<file path="config.mk">
export PLATFORM = sky130hd
export DESIGN_NAME = scope_trig_unit
export DESIGN_NICKNAME = d
export VERILOG_FILES = /design/src/rtl/scope_trig_pkg.sv /design/src/rtl/scope_trig_regs.sv /design/src/rtl/scope_trig_detect.sv /design/src/rtl/scope_trig_fsm.sv /design/src/rtl/scope_trig_unit.sv
export SDC_FILE = /design/constraint.sdc
export NUM_CORES = 1
export LEC_CHECK = 0
export BUFFER_PORTS_ARGS = -buffer_cell sky130_fd_sc_hd__buf_2
export CORE_MARGIN = 2
export CORE_UTILIZATION = 60
export CTS_CLUSTER_SIZE = 25
export DETAILED_ROUTE_END_ITERATION = 10
export PLACE_DENSITY = 0.91
export SYNTH_ARGS = -nofsm -noshare
export SYNTH_HDL_FRONTEND = slang
export SYNTH_SLANG_ARGS = --single-unit
export TNS_END_PERCENT = 100
</file>
<file path="constraint.sdc">
create_clock -name clk -period 2.9 [get_ports clk]
set_input_delay 0 -clock clk [delete_from_list [all_inputs] [get_ports clk]]
set_output_delay 0 -clock clk [all_outputs]
set_load 0.05 [all_outputs]
</file>
<file path="src/rtl/scope_trig_pkg.sv">
package scope_trig_pkg;

    typedef enum logic [2:0] {
        ST_IDLE    = 3'd0,
        ST_HOLDOFF = 3'd1,
        ST_SEEK    = 3'd2,
        ST_MEASURE = 3'd3,
        ST_FIRED   = 3'd4
    } trig_state_e;

    typedef enum logic [1:0] {
        MODE_LEVEL   = 2'b00,
        MODE_NARROW  = 2'b01,
        MODE_WIDE    = 2'b10,
        MODE_PATTERN = 2'b11
    } trig_mode_e;

    localparam int CFG_ADDR_W = 4;
    localparam int BYTE_W     = 8;

    localparam logic [CFG_ADDR_W-1:0] A_THR_LO  = 4'd3;
    localparam logic [CFG_ADDR_W-1:0] A_CTRL    = 4'd4;
    localparam logic [CFG_ADDR_W-1:0] A_PATTERN = 4'd5;
    localparam logic [CFG_ADDR_W-1:0] A_MASK    = 4'd6;
    localparam logic [CFG_ADDR_W-1:0] A_HOLD_LO = 4'd7;
    localparam logic [CFG_ADDR_W-1:0] A_HOLD_HI = 4'd8;
    localparam logic [CFG_ADDR_W-1:0] A_WIDTH   = 4'd11;

endpackage

</file>
<file path="src/rtl/scope_trig_regs.sv">
module scope_trig_regs
    import scope_trig_pkg::*;
#(
    parameter int ANA_W  = 10,
    parameter int LA_W   = 8,
    parameter int WID_W  = 8,
    parameter int HOLD_W = 16
) (
    input  logic                  clk,
    input  logic                  rst_n,
    input  logic                  wr_en,
    input  logic [CFG_ADDR_W-1:0] wr_addr,
    input  logic [BYTE_W-1:0]     wr_data,
    input  logic                  lock,
    output logic [ANA_W-1:0]      thr,
    output logic                  falling,
    output trig_mode_e            mode,
    output logic                  enable,
    output logic [LA_W-1:0]       pattern,
    output logic [LA_W-1:0]       mask,
    output logic [HOLD_W-1:0]     holdoff,
    output logic [WID_W-1:0]      width_lim
);

    localparam int THR_HI_W = ANA_W - BYTE_W;

    logic accept;
    assign accept = wr_en && !lock;

    always_ff @(posedge clk or negedge rst_n) begin
        if (!rst_n) begin
            thr       <= '0;
            falling   <= 1'b0;
            mode      <= MODE_LEVEL;
            enable    <= 1'b0;
            pattern   <= '0;
            mask      <= '0;
            holdoff   <= '0;
            width_lim <= '0;
        end else if (accept) begin
            unique case (wr_addr)
                A_THR_LO:  thr[BYTE_W-1:0] <= wr_data;
                A_CTRL: begin
                    thr[ANA_W-1:BYTE_W] <= wr_data[THR_HI_W-1:0];
                    falling             <= wr_data[2];
                    mode                <= trig_mode_e'(wr_data[6:5]);
                    enable              <= wr_data[7];
                end
                A_PATTERN: pattern <= wr_data[LA_W-1:0];
                A_MASK:    mask    <= wr_data[LA_W-1:0];
                A_HOLD_LO: holdoff[BYTE_W-1:0] <= wr_data;
                A_HOLD_HI: holdoff[HOLD_W-1:BYTE_W] <= wr_data;
                A_WIDTH:   width_lim <= wr_data[WID_W-1:0];
                default: ;
            endcase
        end
    end

endmodule

</file>
<file path="src/rtl/scope_trig_detect.sv">
module scope_trig_detect #(
    parameter int ANA_W = 10,
    parameter int LA_W  = 8
) (
    input  logic             clk,
    input  logic             rst_n,
    input  logic             tick,
    input  logic             restart,
    input  logic [ANA_W-1:0] sample,
    input  logic [ANA_W-1:0] thr,
    input  logic             falling,
    input  logic [LA_W-1:0]  la,
    input  logic [LA_W-1:0]  pattern,
    input  logic [LA_W-1:0]  mask,
    output logic             start_x,
    output logic             end_x,
    output logic             match
);

    logic prev_valid;
    logic prev_above;
    logic cur_above;
    logic rise;
    logic fall;

    assign cur_above = (sample >= thr);
    assign rise      = tick && prev_valid && !prev_above && cur_above;
    assign fall      = tick && prev_valid && prev_above && !cur_above;
    assign start_x   = falling ? fall : rise;
    assign end_x     = falling ? rise : fall;
    assign match     = tick && (((la ^ pattern) & ~mask) == '0);

    always_ff @(posedge clk or negedge rst_n) begin
        if (!rst_n) begin
            prev_valid <= 1'b0;
            prev_above <= 1'b0;
        end else if (restart) begin
            prev_valid <= 1'b0;
            prev_above <= 1'b0;
        end else if (tick) begin
            prev_valid <= 1'b1;
            prev_above <= cur_above;
        end
    end

endmodule

</file>
<file path="src/rtl/scope_trig_fsm.sv">
module scope_trig_fsm
    import scope_trig_pkg::*;
#(
    parameter int WID_W  = 8,
    parameter int HOLD_W = 16
) (
    input  logic              clk,
    input  logic              rst_n,
    input  logic              arm,
    input  logic              fsm_reset,
    input  logic              tick,
    input  logic              start_x,
    input  logic              end_x,
    input  logic              match,
    input  trig_mode_e        mode,
    input  logic              enable,
    input  logic [HOLD_W-1:0] holdoff,
    input  logic [WID_W-1:0]  width_lim,
    output logic              restart,
    output logic              trig_pulse,
    output logic              armed,
    output logic              triggered
);

    localparam logic [WID_W-1:0] WCNT_MAX = '1;

    trig_state_e       state, state_n;
    logic              fire;
    logic [HOLD_W-1:0] hcnt;
    logic [HOLD_W-1:0] hcnt_inc;
    logic              hold_last;
    logic [WID_W-1:0]  wcnt;
    logic              width_ok;

    assign hcnt_inc  = hcnt + HOLD_W'(1);
    assign hold_last = (hcnt_inc == holdoff);
    assign width_ok  = (mode == MODE_NARROW) ? (wcnt < width_lim)
                                             : (wcnt >= width_lim);
    assign restart   = arm || fsm_reset;

    // next state and fire decision
    always_comb begin
        state_n = state;
        fire    = 1'b0;
        if (fsm_reset) begin
            state_n = ST_IDLE;
        end else if (arm) begin
            state_n = (holdoff == '0) ? ST_SEEK : ST_HOLDOFF;
        end else begin
            unique case (state)
                ST_IDLE: ;
                ST_HOLDOFF: begin
                    if (tick && hold_last) state_n = ST_SEEK;
                end
                ST_SEEK: begin
                    if (enable) begin
                        if (mode == MODE_PATTERN) begin
                            if (match) begin
                                fire    = 1'b1;
                                state_n = ST_FIRED;
                            end
                        end else if (start_x) begin
                            if (mode == MODE_LEVEL) begin
                                fire    = 1'b1;
                                state_n = ST_FIRED;
                            end else begin
                                state_n = ST_MEASURE;
                            end
                        end
                    end
                end
                ST_MEASURE: begin
                    if (end_x) begin
                        if (width_ok) begin
                            fire    = 1'b1;
                            state_n = ST_FIRED;
                        end else begin
                            state_n = ST_SEEK;
                        end
                    end
                end
                ST_FIRED: ;
                default: state_n = ST_IDLE;
            endcase
        end
    end

    // state register
    always_ff @(posedge clk or negedge rst_n) begin
        if (!rst_n) state <= ST_IDLE;
        else        state <= state_n;
    end

    // holdoff and width counters
    always_ff @(posedge clk or negedge rst_n) begin
        if (!rst_n) begin
            hcnt <= '0;
            wcnt <= '0;
        end else begin
            if (restart)
                hcnt <= '0;
            else if (state == ST_HOLDOFF && tick)
                hcnt <= hcnt_inc;

            if (state == ST_SEEK && state_n == ST_MEASURE)
                wcnt <= WID_W'(1);
            else if (state == ST_MEASURE && tick && wcnt != WCNT_MAX)
                wcnt <= wcnt + WID_W'(1);
        end
    end

    // outputs
    always_ff @(posedge clk or negedge rst_n) begin
        if (!rst_n) trig_pulse <= 1'b0;
        else        trig_pulse <= fire;
    end

    assign armed     = (state == ST_HOLDOFF) || (state == ST_SEEK) || (state == ST_MEASURE);
    assign triggered = (state == ST_FIRED);

endmodule

</file>
<file path="src/rtl/scope_trig_unit.sv">
module scope_trig_unit
    import scope_trig_pkg::*;
#(
    parameter int ANA_W = 10,
    parameter int LA_W  = 8,
    parameter int WID_W = 8
) (
    input  logic                  clk,
    input  logic                  rst_n,
    input  logic                  cfg_we,
    input  logic [CFG_ADDR_W-1:0] cfg_addr,
    input  logic [BYTE_W-1:0]     cfg_wdata,
    input  logic                  arm,
    input  logic                  fsm_reset,
    input  logic                  tick,
    input  logic [ANA_W-1:0]      ana_sample,
    input  logic [LA_W-1:0]       la_sample,
    output logic                  trig_pulse,
    output logic                  triggered,
    output logic                  armed
);

    localparam int HOLD_W = 2 * BYTE_W;
    localparam int CFG_W  = ANA_W + 1 + 2 + 1 + 2 * LA_W + HOLD_W + WID_W;

    logic [ANA_W-1:0]  thr_q;
    logic              falling_q;
    trig_mode_e        mode_q;
    logic              enable_q;
    logic [LA_W-1:0]   pat_q;
    logic [LA_W-1:0]   mask_q;
    logic [HOLD_W-1:0] hold_q;
    logic [WID_W-1:0]  wlim_q;
    logic              start_x, end_x, match;
    logic              restart;

    scope_trig_regs #(
        .ANA_W(ANA_W), .LA_W(LA_W), .WID_W(WID_W), .HOLD_W(HOLD_W)
    ) u_regs (
        .clk      (clk),
        .rst_n    (rst_n),
        .wr_en    (cfg_we),
        .wr_addr  (cfg_addr),
        .wr_data  (cfg_wdata),
        .lock     (armed),
        .thr      (thr_q),
        .falling  (falling_q),
        .mode     (mode_q),
        .enable   (enable_q),
        .pattern  (pat_q),
        .mask     (mask_q),
        .holdoff  (hold_q),
        .width_lim(wlim_q)
    );

    scope_trig_detect #(
        .ANA_W(ANA_W), .LA_W(LA_W)
    ) u_detect (
        .clk     (clk),
        .rst_n   (rst_n),
        .tick    (tick),
        .restart (restart),
        .sample  (ana_sample),
        .thr     (thr_q),
        .falling (falling_q),
        .la      (la_sample),
        .pattern (pat_q),
        .mask    (mask_q),
        .start_x (start_x),
        .end_x   (end_x),
        .match   (match)
    );

    scope_trig_fsm #(
        .WID_W(WID_W), .HOLD_W(HOLD_W)
    ) u_fsm (
        .clk       (clk),
        .rst_n     (rst_n),
        .arm       (arm),
        .fsm_reset (fsm_reset),
        .tick      (tick),
        .start_x   (start_x),
        .end_x     (end_x),
        .match     (match),
        .mode      (mode_q),
        .enable    (enable_q),
        .holdoff   (hold_q),
        .width_lim (wlim_q),
        .restart   (restart),
        .trig_pulse(trig_pulse),
        .armed     (armed),
        .triggered (triggered)
    );

endmodule

</file>
==> impl_metrics.env <==
export IMPL_status="completed"
export IMPL_path_cells="ha_1, nand2b_1, a211oi_1, nor3_1, nor3_2, mux2i_1, a31oi_1, nor3_2, nor2_1"
export IMPL_routabilityCongestion=0.809
export IMPL_fp_dieW_um=92.7
export IMPL_grt_ovfl_total=0
export IMPL_place_hpwl_um=7440
export IMPL_reg2reg_to="u_fsm.wcnt[5]"
export IMPL_cts_buffers=9
export IMPL_synth_nets=509
export IMPL_r2r_slack_ns=0.21
export IMPL_yosysUniqueCellTypes=57
export IMPL_critPathBufInv=0
export IMPL_crit_top_cell="nor3_2"
export IMPL_grt_max_degree=85
export IMPL_min_period_ns=2.69
export IMPL_fmax_ghz=0.372
export IMPL_worstHoldStart="cfg_addr[1]"
export IMPL_netlist_instances=453
export IMPL_hold_viol_final=0
export IMPL_diodes=0
export IMPL_grt_pass1_vias=3914
export IMPL_slew_headroom_pct=31.9
export IMPL_cellLeakagePower_nw=2.38
export IMPL_core_sq_um=7690
export IMPL_floorplan_io_pins=39
export IMPL_fill_cells=534
export IMPL_clk_pin_slew_worst_paths_ns=0.09
export IMPL_setup_viol=0
export IMPL_cp_max_fo=8
export IMPL_synth_most_common_cell="dfrtp_1"
export IMPL_clock_path_buffers=2
export IMPL_whs_endpoint="u_regs.thr[9]"
export IMPL_ir_drop_uv=470
export IMPL_drive_gt1_share_pct=23.2
export IMPL_synthTopCellsByCount="dfrtp_1, mux2_2, nor2_1, nand2_1, xnor2_1"
export IMPL_setup_slack_ns=0.213
export IMPL_cp_start_kind="flop"
export IMPL_tritoncts="yes"
export IMPL_worstSkewPairLatency_ns=0.37
export IMPL_finalClockSkew_ns=0.0108
export IMPL_crit_arrival_ns=2.92
export IMPL_synth_area_per_cell_sq_um=10.4
export IMPL_slowest_stage="nor3_2"
export IMPL_cts_root_buf="clkbuf_8"
export IMPL_post_route_util_pct=69.2
export IMPL_area_delta_synth_final_pct=12.7
export IMPL_tightest_slew_ns=1.02
export IMPL_post_route_period_util_pct=92.7
export IMPL_nNetsFinal=560
export IMPL_placementRows=32
export IMPL_yosysWarnings=0
export IMPL_multiInputGateArea_sq_um=2480
export IMPL_vias_per_cell=6.07
export IMPL_crit_type="flop to flop"
export IMPL_antenna_found_initial=0
export IMPL_h_tree_depth=3
export IMPL_holdPathStages=3
export IMPL_postSynth_asyncResetShare_pct=100
export IMPL_synth_seq_area_share_pct=44.5
export IMPL_maxSlewViolCount=0
export IMPL_drc=0
export IMPL_p_per_area_nw_per_um2=618
export IMPL_post_drt_wl_per_cell_um=18.0
export IMPL_firstDrtPassIters=6
export IMPL_die_y_um=92.7
export IMPL_synth_main_ff_cell="dfrtp_1"
export IMPL_postRouteWirelength_um=11000
export IMPL_critPathRequiredTime_ns=3.14
export IMPL_whs_ns=0.0759
export IMPL_end_kind="flop"
export IMPL_ys_ff_latch=84
export IMPL_critPathMaxStageDelay_ns=0.47
export IMPL_portBuffers=38
export IMPL_dp_slack_ns=0.284
export IMPL_antenna_left=0
export IMPL_r2r_start="u_regs.thr[0]"
export IMPL_yosys_top_cells_area="dfrtp_1, mux2_2, ha_1"
export IMPL_synth_edff_count=0
export IMPL_r2r_cells=9
export IMPL_track_usage_pct=27.5
export IMPL_rsz0062_at_grt="no"
export IMPL_min_path_type="input pin to flop"
export IMPL_crit_family="simple AND/OR/NAND/NOR gates"
export IMPL_grt_pass1_wl_um=18400
export IMPL_cts_sinks=84
export IMPL_initial_core_util_pct=61.4
export IMPL_regArea_sq_um=2100
export IMPL_tns_ns=0
export IMPL_synth_top_cell_by_area="dfrtp_1"
export IMPL_yosys_area_top_type_share_pct=44.5
export IMPL_dieArea_sq_um=8590
export IMPL_drtIter0Drc=215
export IMPL_maxCapViolations=0
export IMPL_synth_area_sq_um=4720
export IMPL_vias=3708
[cell usage in the layout, fill, tap and decap left out, types with 12 or more instances in the layout]
| cell | netlist | final |
|---|---|---|
| dfrtp_1 | 84 | 84 |
| mux2_2 | 44 | 44 |
| buf_2 | 4 | 37 |
| nor2_1 | 36 | 36 |
| nand2_1 | 33 | 33 |
| xnor2_1 | 26 | 26 |
| inv_1 | 22 | 22 |
| xor2_1 | 22 | 22 |
| o21ai_0 | 22 | 22 |
| ha_1 | 20 | 20 |
| nand3_1 | 14 | 14 |
| a21oi_1 | 14 | 14 |
| dlygate4sd3_1 | 0 | 12 |
[worst max path at each step]
stage | startpoint | end | slack (ns) | depth (start not counted)
5_1_grt | u_regs.thr[0] | u_fsm.wcnt[5] | 0.02 | 9
6_report | u_regs.thr[0] | u_fsm.wcnt[5] | 0.21 | 9
3_3_place_gp | u_regs.thr[0] | u_fsm.wcnt[5] | 0.46 | 9
3_5_place_dp | u_regs.thr[0] | u_fsm.wcnt[5] | 0.28 | 9
2_1_floorplan | u_fsm.hcnt[0] | u_fsm.state[0] | 0.69 | 9
4_1_cts | u_regs.thr[0] | u_fsm.wcnt[5] | 0.24 | 9
[worst register-to-register path: stages (launching register included)]
cell and delay (ns):
dfrtp_1 0.39, ha_1 0.26, nand2b_1 0.14, a211oi_1 0.24, nor3_1 0.09, nor3_2 0.47, mux2i_1 0.29, a31oi_1 0.14
nor3_2 0.42, nor2_1 0.11
[per-stage QoR]
| stage | instance area (sq um) | instances | power (mW) |
|---|---|---|---|
| after floorplan | 4720 | 453 | 2.15 |
| after global placement | 5000 | 583 | 2.32 |
| after detailed placement | 5000 | 583 | 2.39 |
| after CTS | 5320 | 611 | 3.28 |
| after global routing | 5320 | 611 | 3.45 |
| final | 5320 | 611 | 3.29 |
[routing by layer]
metal  vias up  GRT usage, %  part of all wire, %
li1       1700             -                    -
met1      1811          33.5                   40
met2       166          47.6                   50
met3        31          5.37                  6.4
met4         0          12.1                  2.7
met5         -             0                    0
[logic make-up after synthesis]
kind of cell / count (synthesis) / share of synthesized area [%]
simple gates: 151 / 17.6
flops: 84 / 44.5
compound gates: 67 / 9.01
mux: 49 / 11.6
xor+xnor: 48 / 8.91
buf+inv: 34 / 3.05
fa+ha+maj: 20 / 5.30
[area by class of cell]
class	count	area share (%)
clock buffers	9	2.33
clock inverters	7	1.41
multi-input cells	335	46.6
flip-flops and latches	84	39.5
inverters	22	1.55
well taps	102	2.40
repair buffers	52	6.16
[power breakdown]
| group | total, mW | internal, mW | switching [mW] |
|---|---|---|---|
| logic | 0.855 | 0.428 | 0.427 |
| clock network | 0.855 | 0.404 | 0.451 |
| registers | 1.58 | 1.39 | 0.184 |
| total | 3.29 | 2.22 | 1.06 |
[registers in the layout (all words and copies together) (netlist names)]
signal and flops:
u_fsm.trig_pulse 1, u_fsm.state 3, u_fsm.wcnt 8, u_regs.mode 2, u_regs.enable 1, u_regs.mask 8, u_detect.prev_valid 1, u_regs.thr 10
u_regs.holdoff 16, u_regs.pattern 8, u_regs.width_lim 8, u_detect.prev_above 1, u_fsm.hcnt 16, u_regs.falling 1
[timing repair]
action                                 CTS  global route
resized for setup                        0             0
endpoints found under the hold margin  116             0
setup endpoints to repair                0             0
hold buffers                            12             0
buffers inserted                         0             0
(Power assumes the default switching activity.)
